### src/rtl/pow2_presc_pkg.sv
`timescale 1ns/1ps
package pow2_presc_pkg;

    // Oscillator life-cycle: hold-off, running, stopped
    typedef enum logic [1:0] {
        PW_START = 2'd0,
        PW_RUN   = 2'd1,
        PW_DOWN  = 2'd2
    } pw_state_e;

endpackage

### src/rtl/presc_div_core.sv
`timescale 1ns/1ps
module presc_div_core #(
    parameter int MAX_EXP = 8,
    parameter int SEL_W   = 4,
    parameter int EXP_W   = $clog2(MAX_EXP + 1)
) (
    input  logic             clk,
    input  logic             rst_n,
    input  logic             osc_on_d,
    input  logic [SEL_W-1:0] div_sel,
    output logic [EXP_W-1:0] exp_q,
    output logic [EXP_W-1:0] exp_d,
    output logic             tap_now,
    output logic             tap_next
);

    localparam int CNT_W = MAX_EXP;

    typedef struct packed {
        logic [CNT_W-1:0] cnt;
        logic [EXP_W-1:0] xp;
    } core_t;

    core_t d, q;
    logic [EXP_W-1:0] sel_clamped;

    function automatic logic pick_tap(input logic [CNT_W-1:0] c,
                                      input logic [EXP_W-1:0] e);
        logic [CNT_W-1:0] sh;
        sh = c >> (e - 1'b1);
        return (e == '0) ? 1'b0 : sh[0];
    endfunction

    always_comb begin
        sel_clamped = (div_sel > SEL_W'(MAX_EXP)) ? EXP_W'(MAX_EXP)
                                                  : EXP_W'(div_sel);
        d     = q;
        d.cnt = osc_on_d ? q.cnt + 1'b1 : '0;
        // switch exponent only when every divider stage is low
        d.xp  = (d.cnt == '0) ? sel_clamped : q.xp;
        tap_now  = pick_tap(q.cnt, q.xp);
        tap_next = pick_tap(d.cnt, d.xp);
    end

    always_ff @(posedge clk or negedge rst_n) begin
        if (!rst_n) q <= '0;
        else        q <= d;
    end

    assign exp_q = q.xp;
    assign exp_d = d.xp;

    AST_EXP_AT_ZERO: assert property (@(posedge clk) disable iff (!rst_n)
        (q.xp != $past(q.xp)) |-> (q.cnt == '0));

endmodule

### src/rtl/presc_pwr_ctl.sv
`timescale 1ns/1ps
module presc_pwr_ctl
    import pow2_presc_pkg::*;
#(
    parameter int MAX_EXP   = 8,
    parameter int START_CYC = 512,
    parameter int EXP_W     = $clog2(MAX_EXP + 1)
) (
    input  logic             clk,
    input  logic             rst_n,
    input  logic             pdn_n,
    input  logic [EXP_W-1:0] exp_q,
    input  logic             tap_now,
    output logic             osc_on_d,
    output logic             running
);

    localparam int ST_W = $clog2(START_CYC);
    localparam int PD_W = MAX_EXP + 2;

    typedef struct packed {
        pw_state_e        state;
        logic [ST_W-1:0]  st_cnt;
        logic [PD_W-1:0]  pd_cnt;
    } pwr_t;

    pwr_t d, q;
    logic [PD_W-1:0] pd_limit;

    always_comb begin
        pd_limit = PD_W'(2) << exp_q;   // two output periods
        d = q;
        if (q.state == PW_DOWN) begin
            d.pd_cnt = '0;
            if (pdn_n) begin
                d.state  = PW_START;
                d.st_cnt = '0;
            end
        end else begin
            if (!pdn_n) begin
                if (q.pd_cnt < pd_limit - 1'b1) begin
                    d.pd_cnt = q.pd_cnt + 1'b1;
                end else if (!tap_now) begin
                    d.state  = PW_DOWN;
                    d.pd_cnt = '0;
                end
            end else begin
                d.pd_cnt = '0;
            end
            if (q.state == PW_START && d.state != PW_DOWN) begin
                if (q.st_cnt == ST_W'(START_CYC - 1)) d.state  = PW_RUN;
                else                                  d.st_cnt = q.st_cnt + 1'b1;
            end
        end
        osc_on_d = (d.state != PW_DOWN);
        running  = (q.state == PW_RUN);
    end

    always_ff @(posedge clk or negedge rst_n) begin
        if (!rst_n) q <= '{state: PW_START, st_cnt: '0, pd_cnt: '0};
        else        q <= d;
    end

    AST_RUN_AFTER_HOLD: assert property (@(posedge clk) disable iff (!rst_n)
        (q.state == PW_RUN && $past(q.state) == PW_START)
            |-> ($past(q.st_cnt) == ST_W'(START_CYC - 1)));

    AST_PD_FILTERED: assert property (@(posedge clk) disable iff (!rst_n)
        (q.state == PW_DOWN && $past(q.state) != PW_DOWN)
            |-> ($past(q.pd_cnt) >= $past(pd_limit) - 1'b1));

    AST_NO_PD_WHEN_HIGH: assert property (@(posedge clk) disable iff (!rst_n)
        pdn_n |=> (q.state != PW_DOWN));

endmodule

### src/rtl/presc_out_gate.sv
`timescale 1ns/1ps
module presc_out_gate #(
    parameter int MAX_EXP = 8,
    parameter int EXP_W   = $clog2(MAX_EXP + 1)
) (
    input  logic             clk,
    input  logic             rst_n,
    input  logic             want,
    input  logic [EXP_W-1:0] exp_q,
    input  logic [EXP_W-1:0] exp_d,
    input  logic             tap_now,
    input  logic             tap_next,
    input  logic             idle_low,
    output logic             clk_out,
    output logic             drive_en,
    output logic             div_out_q
);

    typedef struct packed {
        logic gate;
        logic outv;
    } gate_t;

    gate_t d, q;
    logic  byp_gate_q;

    always_comb begin
        d = q;
        // gate may change only while the divided output is low
        if (!tap_now) d.gate = want && (exp_d != '0);
        d.outv = d.gate & tap_next;
    end

    always_ff @(posedge clk or negedge rst_n) begin
        if (!rst_n) q <= '0;
        else        q <= d;
    end

    // divide-by-1 gate moves only while the master clock is low
    always_ff @(negedge clk or negedge rst_n) begin
        if (!rst_n) byp_gate_q <= 1'b0;
        else        byp_gate_q <= want && (exp_q == '0);
    end

    assign clk_out   = (clk & byp_gate_q) | q.outv;
    assign drive_en  = byp_gate_q | q.gate | idle_low;
    assign div_out_q = q.outv;

    AST_RISE_ON_TAP: assert property (@(posedge clk) disable iff (!rst_n)
        $rose(q.outv) |-> $rose(tap_now));

    AST_FALL_ON_TAP: assert property (@(posedge clk) disable iff (!rst_n)
        $fell(q.outv) |-> !tap_now);

    AST_GATE_OFF_LOW: assert property (@(posedge clk) disable iff (!rst_n)
        $fell(q.gate) |-> !q.outv);

endmodule

### src/rtl/pow2_clk_prescaler.sv
`timescale 1ns/1ps
module pow2_clk_prescaler #(
    parameter int MAX_EXP   = 8,
    parameter int SEL_W     = 4,
    parameter int START_CYC = 512
) (
    input  logic             clk,
    input  logic             rst_n,
    input  logic             oe,
    input  logic             pdn_n,
    input  logic [SEL_W-1:0] div_sel,
    input  logic             idle_low,
    output logic             clk_out,
    output logic             drive_en
);

    localparam int EXP_W = $clog2(MAX_EXP + 1);

    logic [EXP_W-1:0] exp_q, exp_d;
    logic             tap_now, tap_next;
    logic             osc_on_d, running, want, div_out_q;

    assign want = oe & running;

    presc_div_core #(.MAX_EXP(MAX_EXP), .SEL_W(SEL_W), .EXP_W(EXP_W)) u_core (
        .clk      (clk),
        .rst_n    (rst_n),
        .osc_on_d (osc_on_d),
        .div_sel  (div_sel),
        .exp_q    (exp_q),
        .exp_d    (exp_d),
        .tap_now  (tap_now),
        .tap_next (tap_next)
    );

    presc_pwr_ctl #(.MAX_EXP(MAX_EXP), .START_CYC(START_CYC), .EXP_W(EXP_W)) u_pwr (
        .clk      (clk),
        .rst_n    (rst_n),
        .pdn_n    (pdn_n),
        .exp_q    (exp_q),
        .tap_now  (tap_now),
        .osc_on_d (osc_on_d),
        .running  (running)
    );

    presc_out_gate #(.MAX_EXP(MAX_EXP), .EXP_W(EXP_W)) u_gate (
        .clk       (clk),
        .rst_n     (rst_n),
        .want      (want),
        .exp_q     (exp_q),
        .exp_d     (exp_d),
        .tap_now   (tap_now),
        .tap_next  (tap_next),
        .idle_low  (idle_low),
        .clk_out   (clk_out),
        .drive_en  (drive_en),
        .div_out_q (div_out_q)
    );

    AST_QUIET_NOT_RUNNING: assert property (@(posedge clk) disable iff (!rst_n)
        !running |-> !div_out_q);

endmodule

### config.mk
export PLATFORM = sky130hd
export DESIGN_NAME = pow2_clk_prescaler
export DESIGN_NICKNAME = d
export VERILOG_FILES = /design/src/rtl/pow2_presc_pkg.sv /design/src/rtl/presc_div_core.sv /design/src/rtl/presc_pwr_ctl.sv /design/src/rtl/presc_out_gate.sv /design/src/rtl/pow2_clk_prescaler.sv
export SDC_FILE = /design/constraint.sdc
export NUM_CORES = 1
export LEC_CHECK = 0
export CELL_PAD_IN_SITES_DETAIL_PLACEMENT = 2
export CELL_PAD_IN_SITES_GLOBAL_PLACEMENT = 2
export CORE_MARGIN = 2
export CORE_UTILIZATION = 36
export DETAILED_ROUTE_END_ITERATION = 8
export DONT_BUFFER_PORTS = 1
export HOLD_SLACK_MARGIN = 0.06
export PLACE_DENSITY = 0.73
export SLEW_MARGIN = 20
export SYNTH_ARGS = -nofsm -noshare
export SYNTH_HDL_FRONTEND = slang
export SYNTH_SLANG_ARGS = --single-unit
### constraint.sdc
create_clock -name clk -period 5.1 [get_ports clk]
set_clock_uncertainty 0.15 [all_clocks]
set_input_delay 0.51 -clock clk [delete_from_list [all_inputs] [get_ports clk]]
set_output_delay 0.51 -clock clk [all_outputs]
set_load 0.01 [all_outputs]
==> reports/summary.txt, run 1 <==
==================================================================================================
Cell area after layout                                                                 0.00291 mm²
Leak Pwr                                                                                   1.32 nW
Cell variety after synth                                                                        48
IO buf count                                                                                     0
Number of nets in the final layout                                                             334
Largest area contributor in the synthesized netlist                                        dfrtp_1
Remaining Overflow, GRT                                                                          0
Int Pwr                                                                                 0.000856 W
Status                                                                                finished clean
Synth-to-layout area growth                                                                  12.7%
Post-synthesis cell count                                                                      294
Hold violation count in the final report                                                         0
Final setup vio count                                                                            0
Die height                                                                                 88.7 µm
Global-route usage over all layers                                                           21.0%
Count of routing violations after the opening detailed-route iteration                          39
Crit path DAT                                                                              4.92 ns
Kind of capture point of the worst setup path                                             register
Remaining DRCs                                                                                   0
Fill cell instance count of the final layout                                                   775
Part of the total power dissipated in the clock network                                      19.1%
Area of the multi-input gates                                                          0.00161 mm²
Number of placed instances, taps included                                                      385
Async SR Flop Fraction                                                                        100%
First-pass GRT wire length                                                               12,200 µm
Actual slew at the worst max-slew pin                                                     0.708 ns
Max-cap violation count                                                                          0
Pins Over Slew Limit                                                                             0
Post-Layout Cell Count                                                                         401
Number of warnings reported in the yosys synthesis log                                           0
Part of the power in registers                                                               28.7%
Number of global-route vias before repair                                                    2,401
Worst min path class                                                                        in2reg
Drt first pass iters                                                                             4
Number of storage elements in the synthesis netlist                                             36
Clock transition time at the flip-flop clock pins of the worst setup and hold paths        0.08 ns
Worst setup slack before clock tree synthesis                                          -0.00358 ns
Layout cells sized above 1                                                                   11.1%
Startpoint kind of the worst setup timing path                                            register
Sequential Area                                                                            901 µm²
WL per Instance                                                                            17.9 µm
Worst Setup Slack, final                                                                  0.368 ns
I/O pin cnt                                                                                     11
HPWL after detailed placement                                                              5250 µm
Synthesized cell area                                                                  0.00258 mm²
Number of flops mapped to enable cells by yosys                                                  0
CTS tree                                                                                     built
Worst setup path class                                                                     reg2reg
Proportion of power drawn by combinational gates                                             52.3%
Cell count of the worst reg-to-reg path                                                         21
Die W                                                                                      88.7 µm
Initial core utilization                                                                     37.6%
Leading cell types by total area after synthesis                                      dfrtp_1 (34%), ha_1 (10%), o21ai_0 (6.0%)
Portion of the post-synthesis area used by sequential elements                               34.9%
Minimum clock period                                                                       4.73 ns
Total net switching power                                                               0.000658 W
Unrepaired setup endpoints after global routing                                              false
RePlAce Congestion                                                                           0.740
Switching share of total power                                                               43.5%
Worst IR Drop VDD                                                                           191 µV
FP Rows                                                                                         30
Area share of the largest cell type after synthesis                                          33.9%
Highest fanout seen on the critical path                                                         8
Primary FF master, synth                                                                   dfrtp_1
Hold path cells                                                                                  2
Final WL                                                                                   7180 µm
Antenna violations before repair                                                                 0
Total via count after detailed routing                                                       2,224
Clk Latency, worst-skew pair                                                               0.41 ns
Max Fclk                                                                                 0.211 GHz
Pin count of the biggest net entering global routing                                            36
Required time reported for the critical path endpoint                                      5.29 ns
Worst slew slack as a fraction of its limit                                                  52.6%
Standard cell core area                                                                0.00687 mm²
Count of antenna diodes in the layout                                                            0
Ratio of routed vias to standard cells                                                        5.55
Antenna-violating nets left                                                                      0
Synthesized netlist net count                                                                  324
P per Cell Area                                                                         521 mW/mm²
Mean Syn Cell Area                                                                        8.78 µm²
Part of the cycle the worst path needs                                                       92.8%
Placed cell area                                                                       0.00269 mm²
Total Die Area                                                                         0.00786 mm²
==================================================================================================
-- registers in the layout, indices dropped and copies added, names as in the netlist --
name	count
u_core.q	8
u_gate.byp_gate_q	1
u_core.exp_q	4
u_gate.div_out_q	1
u_pwr.q	21
u_gate.q	1
-- power groups by stage --
stage	combinational (W)	sequential, W	clock, W
after detailed placement	0.000755	0.000438	0.00000428
final	0.000791	0.000434	0.000289
after global placement	0.000722	0.000437	0.00000428
after global routing	0.000900	0.000448	0.000314
after CTS	0.000773	0.000434	0.000301
after floorplan	0.000589	0.000409	0.00000430
-- kinds of logic after synthesis --
kind of cell / share of synthesized area, %
DFF: 34.9
adders and majority gates: 10.2
xor gates and xnor gates: 4.41
buffers and inverters: 4.07
muxes: 6.16
and+or+nand+nor: 25.0
AOI/OAI and AO/OA: 15.3
-- cell type report --
cell class / instances / share of cell area (%)
clock buffers: 11 / 4.52
multi-input cells: 234 / 55.4
flip-flops and latches: 36 / 31.0
well taps: 96 / 4.13
repair buffers: 10 / 3.18
inverters: 14 / 1.81
-- path summary, 6_finish.rpt --
kind	startpoint	endpoint	slack, ns
worst min-delay path	div_sel[3]	u_core.exp_q[3]$_DFF_PN0_	0.11
worst max register to register	u_core.exp_q[0]$_DFF_PN0_	u_gate.div_out_q$_DFF_PN0_	0.37
worst min register to register	u_pwr.q[9]$_DFFE_PN0P_	u_pwr.q[9]$_DFFE_PN0P_	0.36
worst max-delay path	u_core.exp_q[0]$_DFF_PN0_	u_gate.div_out_q$_DFF_PN0_	0.37
max in group asynchronous	rst_n	u_gate.byp_gate_q$_DFF_NN0_	2.64
min in group asynchronous	rst_n	u_gate.q[1]$_DFF_PN0_	0.40
-- cell usage in the layout, fill, tap and decap left out, types with 3 or more instances in the layout --
master	count
a211oi_1	4
a21oi_1	10
and2_1	3
and3_1	13
buf_4	7
clkbuf_8	9
dfrtp_1	35
ha_1	19
inv_1	13
mux2i_1	8
nand2_1	24
nand2b_1	3
nand3_1	16
nand4_1	5
nor2_1	30
nor2b_1	3
nor3_1	7
nor3_2	3
o21ai_0	31
or3_1	7
xnor2_1	3
xor2_1	10
-- Yosys cell counts, types with 2 or more instances --
cell type and n:
a211oi_1 4, a21o_1 2, a21oi_1 10, and2_1 3
and3_1 13, buf_2 6, clkbuf_1 3, dfrtp_1 35
ha_1 21, inv_1 13, mux2_2 2, mux2i_1 8
mux4_2 2, nand2_1 25, nand2b_1 3, nand3_1 16
nand3b_1 2, nand4_1 5, nor2_1 30, nor2b_1 3
nor3_1 8, nor3_2 2, nor4b_1 3, o21ai_0 31
o22ai_1 2, o31a_1 2, o31ai_1 2, or3_1 7
xnor2_1 3, xor2_1 10
-- per-layer routing --
metal	vias to the layer above	track usage, %	share of wire, %	routed length, µm
met2	22	34.1	47	3400
met3	12	6.34	2.7	194
li1	1073	-	-	-
met4	0	9.50	2.1	151
met5	-	0	0	0
met1	1117	25.7	48	3430
-- critical path: stages (launching register included) --
cell	delay, ns
dfrtp_1	0.40
buf_4	0.17
ha_1	0.25
nand2_1	0.13
ha_4	0.20
or4b_2	0.60
a21oi_1	0.22
a21oi_1	0.07
ha_1	0.20
nor3_1	0.16
o21ai_0	0.11
o22ai_1	0.20
nor3_2	0.10
nor2_4	0.13
mux2_2	0.36
inv_1	0.10
ha_2	0.21
nand2b_1	0.11
a2bb2oi_1	0.07
nor3_2	0.17
mux2_1	0.37
nor3_2	0.17
-- what timing repair did --
item	4_1_cts	5_1_grt
pin swaps	0	2
cloned	0	0
hold buffers	3	0
endpoints found under the hold margin	36	0
setup buffers	0	2
gates resized for setup	1	6
endpoints found under the setup margin	1	2
-- stage by stage --
stage / hold slack [ns] / total power, W / utilization (%) / TNS [ns]
3_3_place_gp: 0.0654 / 0.00116 / 39.1 / 0
4_1_cts: 0.109 / 0.00151 / 41.6 / 0
2_1_floorplan: 0.0644 / 0.00100 / - / 0
6_report: 0.111 / 0.00151 / 42.3 / 0
3_5_place_dp: 0.0654 / 0.00120 / 39.1 / -0.00358
5_1_grt: 0.133 / 0.00166 / 42.3 / 0
Note: power is estimated with default switching activity, not from simulation.
==> run 2, diff against run 1 <==
- REMOVE_ABC_BUFFERS: default -> 1
==> run 2 against run 1 <==
Against the previous run:
- setup slack worse by 0.029 ns
- worst hold slack better by 0.045 ns
- register-to-register slack worse by 0.03 ns
- sequential cell count stayed put
- sequential share of layout area is 0.080 points higher
- utilization is 0.11 points lower
- count of clock-buffer cells in the layout is 2 lower
- sequential power hardly changed
- die area stayed put
- routed wire length is 7.0% higher
- maximum frequency is 0.61% lower
- largest cell class unchanged
- highest routed layer unchanged
==> reports/summary.txt, run 2 (synthesized netlist as in run 1, its figures left out) <==
==================================================================================================
Status                                                                                finished clean
Most frequent cells in the layout                                                     dfrtp_1 (35), o21ai_0 (31), nor2_1 (30)
Total Die Area                                                                         0.00786 mm²   unchanged
Clk Latency, worst-skew pair                                                               0.41 ns   about the same
Antenna-violating nets left                                                                      0   unchanged
CTS tree                                                                                     built
Part of the cycle the worst path needs                                                       93.3%   +0.57 points
Kind of capture point of the worst setup path                                             register
Biggest register                                                                           u_pwr.q
Unrepaired setup endpoints after global routing                                              false
Leak Pwr                                                                                   1.34 nW   +1.4%
Hold violation count in the final report                                                         0   unchanged
Layout cells sized above 1                                                                   10.8%   -0.33 points
Worst min path class                                                                        in2reg
Drt first pass iters                                                                             5   +1
Global-route usage over all layers                                                           21.4%   +0.36 points
Die height                                                                                 88.7 µm   unchanged
Worst slew slack as a fraction of its limit                                                  48.8%   -3.8 points
Crit path DAT                                                                              4.95 ns   +0.03 ns
First-pass GRT wire length                                                               12,500 µm   +2.9%
Remaining Overflow, GRT                                                                          0   unchanged
Final WL                                                                                   7680 µm   +7.0%
Setup TNS                                                                                     0 ns   unchanged
Ratio of routed vias to standard cells                                                        5.54   -0.18%
Actual slew at the worst max-slew pin                                                     0.765 ns   +0.0573 ns
Fill cell instance count of the final layout                                                   784   +1.2%
P per Cell Area                                                                         521 mW/mm²   about the same
FP Rows                                                                                         30   unchanged
I/O pin cnt                                                                                     11   unchanged
Overall power after layout                                                               0.00151 W   -0.25%
RePlAce Congestion                                                                           0.845   +14%
Antenna violations before repair                                                                 0   unchanged
Pins Over Slew Limit                                                                             0   unchanged
Startpoint kind of the worst setup timing path                                            register
Largest register FFs                                                                            21   unchanged
Clock transition time at the flip-flop clock pins of the worst setup and hold paths        0.08 ns   about the same
WL per Instance                                                                            19.2 µm   +7.0%
Count of routing violations after the opening detailed-route iteration                          62   +59%
Number of nets in the final layout                                                             334   unchanged
Count of antenna diodes in the layout                                                            0   unchanged
Share of the core filled with cells in the final layout                                      42.2%   -0.11 points
Initial core utilization                                                                     37.6%   unchanged
Die W                                                                                      88.7 µm   unchanged
Required time reported for the critical path endpoint                                      5.29 ns   about the same
Max-cap violation count                                                                          0   unchanged
Final setup vio count                                                                            0   unchanged
Worst setup path class                                                                     reg2reg
Synth-to-layout area growth                                                                  12.4%
Highest fanout seen on the critical path                                                         8   unchanged
Most common library cell in the layout ignoring fill and taps                              dfrtp_1
Number of global-route vias before repair                                                    2,524   +5.1%
Max Fclk                                                                                 0.210 GHz   -0.61%
Pin count of the biggest net entering global routing                                            36   unchanged
Total via count after detailed routing                                                       2,220   -0.18%
Remaining DRCs                                                                                   0   unchanged
Minimum clock period                                                                       4.76 ns   +0.0289 ns
Worst IR Drop VDD                                                                           208 µV   +9.1%
IO buf count                                                                                     0   unchanged
Standard cell core area                                                                0.00687 mm²   unchanged
HPWL after detailed placement                                                              5400 µm   +2.7%
==================================================================================================
## run 2: repair_timing
| item | 4_1_cts | 5_1_grt |
|---|---|---|
| endpoints found under the setup margin | 0 | 2 |
| gates resized for setup | 0 | 4 |
| setup buffers | 0 | 2 |
| hold endpoints to repair | 35 | 1 |
| hold buffers | 2 | 1 |
## run 2: layout make-up
| class | count | area [µm²] | area share (%) |
|---|---|---|---|
| Timing Repair Buffer | 10 | 92.6 | 3.19 |
| Multi-Input combinational cell | 234 | 1600 | 55.2 |
| Clock buffer | 9 | 124 | 4.27 |
| Tap cell | 96 | 120 | 4.14 |
| Inverter | 14 | 52.6 | 1.81 |
| Clock inverter | 2 | 10.0 | 0.345 |
| Sequential cell | 36 | 901 | 31.1 |
## run 2: worst max-delay path, stage by stage (launching register included)
cell and delay, ns:
dfrtp_1 0.41, buf_4 0.17, ha_1 0.25, nand2_1 0.14, ha_4 0.20, or4b_2 0.59
a21oi_1 0.16, a21oi_1 0.07, ha_1 0.21, nor3_1 0.19, o21ai_0 0.14, o22ai_2 0.20
nor3_2 0.10, nor2_4 0.15, mux2_2 0.37, inv_1 0.08, ha_1 0.21, nand2b_1 0.12
a2bb2oi_1 0.06, nor3_1 0.20, mux2_1 0.36, nor3_2 0.16
## run 2: stage by stage
stage / area [µm²] / setup WS, ns / hold WS, ns / std cells
final: 2900 / 0.340 / 0.157 / 401
after detailed placement: 2690 / 0.0987 / 0.0656 / 385
after floorplan: 2530 / 0.0816 / 0.0644 / 284
after global routing: 2900 / 0.0639 / 0.143 / 401
after CTS: 2850 / 0.0162 / 0.0649 / 398
after global placement: 2690 / 0.427 / 0.0653 / 385
## run 2: worst paths after layout
check                                           from                          end  slack (ns)  cells past startpoint
setup / recovery           u_core.exp_q[0]$_DFF_PN0_   u_gate.div_out_q$_DFF_PN0_        0.34                     21
hold / removal                            div_sel[3]    u_core.exp_q[3]$_DFF_PN0_        0.16                      2
setup reg to reg           u_core.exp_q[0]$_DFF_PN0_   u_gate.div_out_q$_DFF_PN0_        0.34                     21
hold reg to reg               u_pwr.q[9]$_DFFE_PN0P_       u_pwr.q[9]$_DFFE_PN0P_        0.38                      1
max in group asynchronous                      rst_n  u_gate.byp_gate_q$_DFF_NN0_        2.64                      0
min in group asynchronous                      rst_n    u_core.exp_q[0]$_DFF_PN0_        0.45                      2
## run 2: power by group
group	total, W	leakage (nW)	switching, W	internal, W
Clock	0.000287	0.0833	0.000127	0.000160
Sequential	0.000434	0.475	0.0000827	0.000352
Combinational	0.000789	0.785	0.000452	0.000337
Total	0.00151	1.34	0.000662	0.000849
## run 2: metal layers
metal  track usage (%)  part of all wire [%]  vias up
met4              7.71                   1.1        0
li1                  -                     -     1073
met3              6.81                   3.1        9
met5                 0                     0        -
met2              35.6                    49       16
met1              25.9                    47     1122
